### src/rtl/vt_pkg.sv
package vt_pkg;

    // Counter width for a count range of n values (never below one bit).
    function automatic int ctr_bits(input int n);
        return (n > 2) ? $clog2(n) : 1;
    endfunction

    // Next-state action for the vertical blank status bit.
    typedef enum logic [1:0] {
        ST_HOLD  = 2'd0,
        ST_SET   = 2'd1,
        ST_CLEAR = 2'd2
    } stat_op_e;

endpackage

### src/rtl/vt_clk_div.sv
module vt_clk_div
    import vt_pkg::*;
#(
    parameter int DIV = 3
) (
    input  logic clk,
    input  logic rst,
    output logic ce
);
    localparam int W = ctr_bits(DIV);

    generate
        if (DIV <= 1) begin : g_pass
            assign ce = 1'b1;
        end else begin : g_div
            logic [W-1:0] cnt;

            assign ce = (cnt == W'(DIV - 1));

            always_ff @(posedge clk) begin
                if (rst)     cnt <= '0;
                else if (ce) cnt <= '0;
                else         cnt <= cnt + 1'b1;
            end

            // an enable never lasts two cycles in a row
            a_r1_r2_single_cycle: assert property (@(posedge clk) disable iff (rst)
                ce |=> !ce);
        end
    endgenerate
endmodule

### src/rtl/vt_wrap_counter.sv
module vt_wrap_counter
    import vt_pkg::*;
#(
    parameter int SPAN = 336,
    localparam int W = ctr_bits(SPAN)
) (
    input  logic         clk,
    input  logic         rst,
    input  logic         inc,
    output logic [W-1:0] count,
    output logic         last
);
    assign last = (count == W'(SPAN - 1));

    always_ff @(posedge clk) begin
        if (rst)       count <= '0;
        else if (inc)  count <= last ? '0 : count + 1'b1;
    end

    a_r3_r4_wrap_to_zero: assert property (@(posedge clk) disable iff (rst)
        (inc && last) |=> (count == '0));

    a_r3_r4_hold_idle: assert property (@(posedge clk) disable iff (rst)
        !inc |=> $stable(count));

    a_r3_r4_in_range: assert property (@(posedge clk) disable iff (rst)
        count <= W'(SPAN - 1));
endmodule

### src/rtl/vt_flags.sv
module vt_flags
    import vt_pkg::*;
#(
    parameter int H_VIS    = 256,
    parameter int V_VIS    = 240,
    parameter int HIT_LINE = 32,
    parameter int HW       = 9,
    parameter int VW       = 9
) (
    input  logic          clk,
    input  logic          rst,
    input  logic          pix_ce,
    input  logic          h_last,
    input  logic          v_last,
    input  logic [HW-1:0] hcount,
    input  logic [VW-1:0] vcount,
    input  logic          stat_rd,
    input  logic          irq_en,
    output logic          active,
    output logic          hblank,
    output logic          vblank,
    output logic          hit_flag,
    output logic          vbl_status,
    output logic          irq,
    output logic          swap_pulse
);
    logic     line_end, enter_vbl, enter_hit, enter_top;
    stat_op_e stat_op;
    logic     hit_q, stat_q, swap_q;

    // Position decodes
    assign hblank = (hcount >= HW'(H_VIS));
    assign vblank = (vcount >= VW'(V_VIS));
    assign active = !hblank && !vblank;

    // Line-boundary events, all qualified by the pixel enable
    always_comb begin
        line_end  = pix_ce && h_last;
        enter_vbl = line_end && (vcount == VW'(V_VIS - 1));
        enter_hit = line_end && (vcount == VW'(HIT_LINE - 1));
        enter_top = line_end && v_last;
        if (enter_vbl)                  stat_op = ST_SET;
        else if (enter_top || stat_rd)  stat_op = ST_CLEAR;
        else                            stat_op = ST_HOLD;
    end

    always_ff @(posedge clk) begin
        if (rst) begin
            hit_q  <= 1'b0;
            stat_q <= 1'b0;
            swap_q <= 1'b0;
        end else begin
            swap_q <= enter_vbl;
            if (enter_hit)      hit_q <= 1'b1;
            else if (enter_top) hit_q <= 1'b0;
            unique case (stat_op)
                ST_SET:   stat_q <= 1'b1;
                ST_CLEAR: stat_q <= 1'b0;
                default:  stat_q <= stat_q;
            endcase
        end
    end

    assign hit_flag   = hit_q;
    assign vbl_status = stat_q;
    assign swap_pulse = swap_q;
    assign irq        = stat_q && irq_en;

    // the swap strobe is a single master cycle
    a_r7_swap_single: assert property (@(posedge clk) disable iff (rst)
        swap_q |=> !swap_q);

    // the split flag is never high on the top line
    a_r6_hit_low_on_top: assert property (@(posedge clk) disable iff (rst)
        (vcount == '0) |-> !hit_q);

    // the status bit only lives inside vertical blank
    a_r8_status_in_vblank: assert property (@(posedge clk) disable iff (rst)
        stat_q |-> vblank);

    // a read that does not meet a set clears the status
    a_r8_read_clears: assert property (@(posedge clk) disable iff (rst)
        (stat_rd && !enter_vbl) |=> !stat_q);

    // the swap strobe sits at the first pixel of vertical blank
    a_r7_swap_position: assert property (@(posedge clk) disable iff (rst)
        swap_q |-> (vcount == VW'(V_VIS) && hcount == '0));
endmodule

### src/rtl/video_timing_gen.sv
module video_timing_gen
    import vt_pkg::*;
#(
    parameter int CLK_DIV  = 3,
    parameter int CPU_DIV  = 8,
    parameter int H_TOTAL  = 336,
    parameter int H_VIS    = 256,
    parameter int V_TOTAL  = 280,
    parameter int V_VIS    = 240,
    parameter int TILE_H   = 8,
    parameter int HIT_ROWS = 4,
    localparam int HW = ctr_bits(H_TOTAL),
    localparam int VW = ctr_bits(V_TOTAL)
) (
    input  logic          clk,
    input  logic          rst,
    input  logic          stat_rd,
    input  logic          irq_en,
    output logic          pix_ce,
    output logic          cpu_ce,
    output logic [HW-1:0] hcount,
    output logic [VW-1:0] vcount,
    output logic          active,
    output logic          hblank,
    output logic          vblank,
    output logic          hit_flag,
    output logic          vbl_status,
    output logic          irq,
    output logic          swap_pulse
);
    localparam int HIT_LINE = TILE_H * HIT_ROWS;

    logic h_last, v_last, v_inc;

    vt_clk_div #(.DIV(CLK_DIV)) i_pix_div (.clk(clk), .rst(rst), .ce(pix_ce));
    vt_clk_div #(.DIV(CPU_DIV)) i_cpu_div (.clk(clk), .rst(rst), .ce(cpu_ce));

    assign v_inc = pix_ce && h_last;

    vt_wrap_counter #(.SPAN(H_TOTAL)) i_hcnt (
        .clk(clk), .rst(rst), .inc(pix_ce), .count(hcount), .last(h_last));

    vt_wrap_counter #(.SPAN(V_TOTAL)) i_vcnt (
        .clk(clk), .rst(rst), .inc(v_inc), .count(vcount), .last(v_last));

    vt_flags #(
        .H_VIS(H_VIS), .V_VIS(V_VIS), .HIT_LINE(HIT_LINE), .HW(HW), .VW(VW)
    ) i_flags (
        .clk(clk), .rst(rst), .pix_ce(pix_ce), .h_last(h_last), .v_last(v_last),
        .hcount(hcount), .vcount(vcount), .stat_rd(stat_rd), .irq_en(irq_en),
        .active(active), .hblank(hblank), .vblank(vblank), .hit_flag(hit_flag),
        .vbl_status(vbl_status), .irq(irq), .swap_pulse(swap_pulse));

    // the line counter moves only on a line wrap
    a_r4_line_step: assert property (@(posedge clk) disable iff (rst)
        !v_inc |=> $stable(vcount));
endmodule

### config.mk
export PLATFORM = sky130hd
export DESIGN_NAME = video_timing_gen
export DESIGN_NICKNAME = d
export VERILOG_FILES = /design/src/rtl/vt_pkg.sv /design/src/rtl/vt_clk_div.sv /design/src/rtl/vt_wrap_counter.sv /design/src/rtl/vt_flags.sv /design/src/rtl/video_timing_gen.sv
export SDC_FILE = /design/constraint.sdc
export NUM_CORES = 1
export LEC_CHECK = 0
export BUFFER_PORTS_ARGS = -buffer_cell sky130_fd_sc_hd__buf_2
export CAP_MARGIN = 20
export CORE_ASPECT_RATIO = 0.8
export CORE_MARGIN = 4
export CORE_UTILIZATION = 50
export DETAILED_ROUTE_END_ITERATION = 7
export GPL_ROUTABILITY_DRIVEN = 0
export PLACE_DENSITY = 0.77
export SLEW_MARGIN = 5
export SYNTH_ARGS = -nofsm -noshare
export SYNTH_HDL_FRONTEND = slang
export SYNTH_SLANG_ARGS = --single-unit
### constraint.sdc
create_clock -name clk -period 4.07 [get_ports clk]
set_clock_uncertainty 0.05 [all_clocks]
set_input_delay 0.2035 -clock clk [delete_from_list [all_inputs] [get_ports clk]]
set_output_delay 0.2035 -clock clk [all_outputs]
set_load 0.005 [all_outputs]
==> results <==
- The flow ran to the end, and the final reports show no timing, DRC or antenna violations.
- 31 I/O pins were placed.
- The relative area change from synthesis to final layout is 17.9%.
- The share of synthesized area in the top cell type comes to 0.441.
- After the last flow step, the layout net total stands at 168.
- The kind of cell adding the most delay to the critical path is simple AND/OR/NAND/NOR gates.
- Setup total negative slack on the finished layout was measured at 0 ns.
- The number of nets in the synthesized netlist is 138.
- The cell at the slowest stage of the critical path is or4_1.
- In the layout the commonest cells are 30 x buf_2, 26 x dfxtp_1, 17 x nor2_1.
- The layout has 176 filler cells.
- The minimum clock period is 2.06 ns.
- The required arrival time at the worst endpoint is 4.29 ns.
- In the synthesized netlist the async set-or-reset flop fraction comes to 0.
- Counting buffers and inverters, the worst setup path is 6 cells deep.
- The number of warning messages in the yosys log is 0.
- Of the total synthesized cell area, the portion taken by XOR and XNOR cells is 0.0891.
- The maximum frequency from static timing analysis is 486 MHz.
- The total placed instance area is 0.00134 mm².
- For this run, the detailed router's first-pass iteration total came to 4.
- The total number of vias is 989.
- The number of antenna diodes in the final layout is 0.
- The via density per instance is 5.46.
- The overall routed net length is 2230 µm.
- Entering global routing, the biggest net connects 16 pins.
- STA classifies the critical path startpoint as a flop.
- In the final routed layout, each cell accounts on average for 12.3 µm.
- The area fraction in compound gates after synthesis is 0.0509.
- The number of design rule violations left after detail routing is 0.
- The most frequent standard cell in the layout excluding fill and tap cells is buf_2.
- The TritonCTS clock tree is done.
- The final hold slack is 0.0745 ns.
- The number of H-tree levels is 1.
- For this run, the total global-route usage over all layers was measured as 0.148.
- The wire length of the first global-routing pass is 3910 µm.
- The worst register-to-register path has a depth of 6.
- The type of destination of the critical path is a flop.
- The total setup buffers inserted after CTS is 0.
- The number of buffers inserted by port buffering is 30.
- After technology mapping, the gate count stands at 127.
- After routing the design area is 0.00139 mm².
- The maximum VDD drop is 0.293 mV.
- For this configuration, the core starts out at a cell density of 0.537.
- The proportion of synthesized area in mux cells is 0.0170.
- The half-perimeter wire length of the detailed placement result is 1700 µm.
- The worst hold path was traced through 3 stages.
- Setup violations remaining at the end of the flow were counted as 0.
- By area the synthesized netlist is led by dfxtp_1 44%, ha_1 7.4%, xor2_1 5.9%.
- The count of different cell masters after synthesis is 30.
- The post-route fraction of the period consumed by the critical path is 0.506.
- The total overflow reported by the global router is 0.
- Data on the critical path arrives at its endpoint at 2.27 ns.
- The total of cells resized after clock tree synthesis is 0.
- The largest single stage delay on the critical path is 0.46 ns.
- Buffers inserted during clock tree synthesis total 3.
- Counting both buffers and inverters, the worst setup path holds a total of 1.
- The number of DRC markers after the initial detailed-route iteration is 34.
- In this run the tightest slew margin relative to its limit is 0.711.
- The maximum fanout encountered on the critical timing path is 10.
- In this run the core area contains 15 standard-cell rows.
- Of the total synthesized cell area, the portion taken by full adders, half adders and majority gates is 0.0742.
- The combinational family with the most area after synthesis is simple AND/OR/NAND/NOR gates.
- Hold repair after CTS inserted 0 buffers.
- The post-synthesis cell area is 0.00118 mm².
- After floorplanning, the core was sized to cover 0.00220 mm².
- The tightest min-delay check is of the input port to flop type.
- Each instance of the synthesized netlist takes up on average 9.29 µm².
- The via count of the first global-routing pass is 861.
- For this run, the register share of the synthesized area comes to 0.441.
- In this run the vertical extent of the chip is 51.5 µm.
- The hold violation total from the final report is 0.
- The critical path goes through inv_1, ha_1, and4_1, nand4_1, or4_1, o21ai_0.
- The number of enable-type register cells in the synthesized netlist is 0.
- The clock transition time at the flip-flop clock pins of the worst setup and hold paths is 0.14 ns.
- The source-to-sink clock delay at the later pin of the worst-skew pair is 0.32 ns.
- The power density over the cells is 342 mW/mm².
- The largest total area in the synthesized netlist belongs to dfxtp_1.
- The tool flagged a number of max-cap violations equal to 0.
- The count of nets left with antenna violations after detail routing is 0.
- The max-slew violation total from the final report came to 0.
- From left edge to right edge, the die measures 62.3 µm.
- In this run the clock root is driven by a clkbuf_4.
- The setup path with the least slack is of type flop to flop.
- The buffer depth of the longest clock path is 2.
- The die outline area is 0.00321 mm².
- The total of flip-flops plus latches after synthesis is 26.
- The share of cells above drive strength 1 is 0.244.
- The clock sink total is 26.
- The initial antenna violation count is 0.
- At the pin with the least slew margin, the transition time is 0.431 ns.
- The most used flip-flop cell after synthesis is dfxtp_1.
- Of the total synthesized cell area, the portion taken by AND, OR, NAND and NOR gates is 0.290.
- Setup repair after global routing left no endpoint under its margin.
- In this run the static leakage power is 0.631 nW.
- The utilization after layout is 0.634.
## sequential cells by signal (all words and copies together) (netlist names)
register / flops
i_cpu_div.g_div.cnt: 3
i_flags.vbl_status: 1
i_vcnt.count: 9
i_hcnt.count: 9
i_flags.hit_flag: 1
i_pix_div.g_div.cnt: 2
i_flags.swap_pulse: 1
## cell usage after synthesis (all sizes together) (4+ instances only)
cell type	instances
nor3	5
nand4	5
xor2	8
nor2	17
a21oi	4
ha	7
or3	4
and3	5
dfxtp	26
nand3	7
inv	6
xnor2	4
## per-layer routing
| metal | track usage | routed length (µm) |
|---|---|---|
| met1 | 0.202 | 1070 |
| met2 | 0.231 | 1030 |
| met3 | 0.0440 | 116 |
| met4 | 0.0318 | 17 |
| met5 | 0 | 0 |
## power breakdown
group          switching [mW]  leakage, nW  internal (mW)
sequential            0.00531        0.211          0.263
clock                  0.0756       0.0279         0.0996
combinational          0.0164        0.393         0.0148
total                  0.0973        0.631          0.378
## tightest hold or removal path, delay by kind of cell
| family | cells | cell delay (ns) |
|---|---|---|
| AOI/OAI and AO/OA | 1 | 0.05 |
| buffers and inverters | 1 | 0.07 |
| and+or+nand+nor | 1 | 0.09 |
## logic make-up (layout without fill, tap and decap cells)
family | after synthesis | in the layout
XOR/XNOR | 12 | 12
AO/OA/AOI/OAI | 10 | 10
buffers and inverters | 11 | 40
multiplexers | 2 | 2
flip-flops | 26 | 26
AND/OR/NAND/NOR | 59 | 59
adder cells (fa/ha/maj) | 7 | 7
## through the flow
step           cells  setup WS (ns)  total power [mW]
2_1_floorplan    127           2.29             0.296
3_3_place_gp     177           2.13             0.305
3_5_place_dp     177           2.05             0.306
4_1_cts          181           2.01             0.481
5_1_grt          181           1.81             0.500
6_report         181           2.01             0.475
## area by class of cell
type / count / area (µm²) / area share
clock inverter: 1 / 30.0 / 0.0216
clock buffer: 3 / 22.5 / 0.0162
tap: 25 / 31.3 / 0.0225
inverter: 6 / 22.5 / 0.0162
timing repair buffer: 30 / 150 / 0.108
sequential: 26 / 520 / 0.374
multi-input combinational: 90 / 614 / 0.442
## worst paths after layout
path                                     startpoint                                 to  slack [ns]
setup / recovery  i_pix_div.g_div.cnt[0]$_SDFF_PP0_      i_flags.hit_flag$_SDFFE_PP0P_        2.01
hold / removal                              stat_rd    i_flags.vbl_status$_SDFFE_PP0P_        0.07
setup reg to reg  i_pix_div.g_div.cnt[0]$_SDFF_PP0_      i_flags.hit_flag$_SDFFE_PP0P_        2.01
hold reg to reg   i_pix_div.g_div.cnt[0]$_SDFF_PP0_  i_pix_div.g_div.cnt[0]$_SDFF_PP0_        0.38
Power figures use the tool's default switching activity.
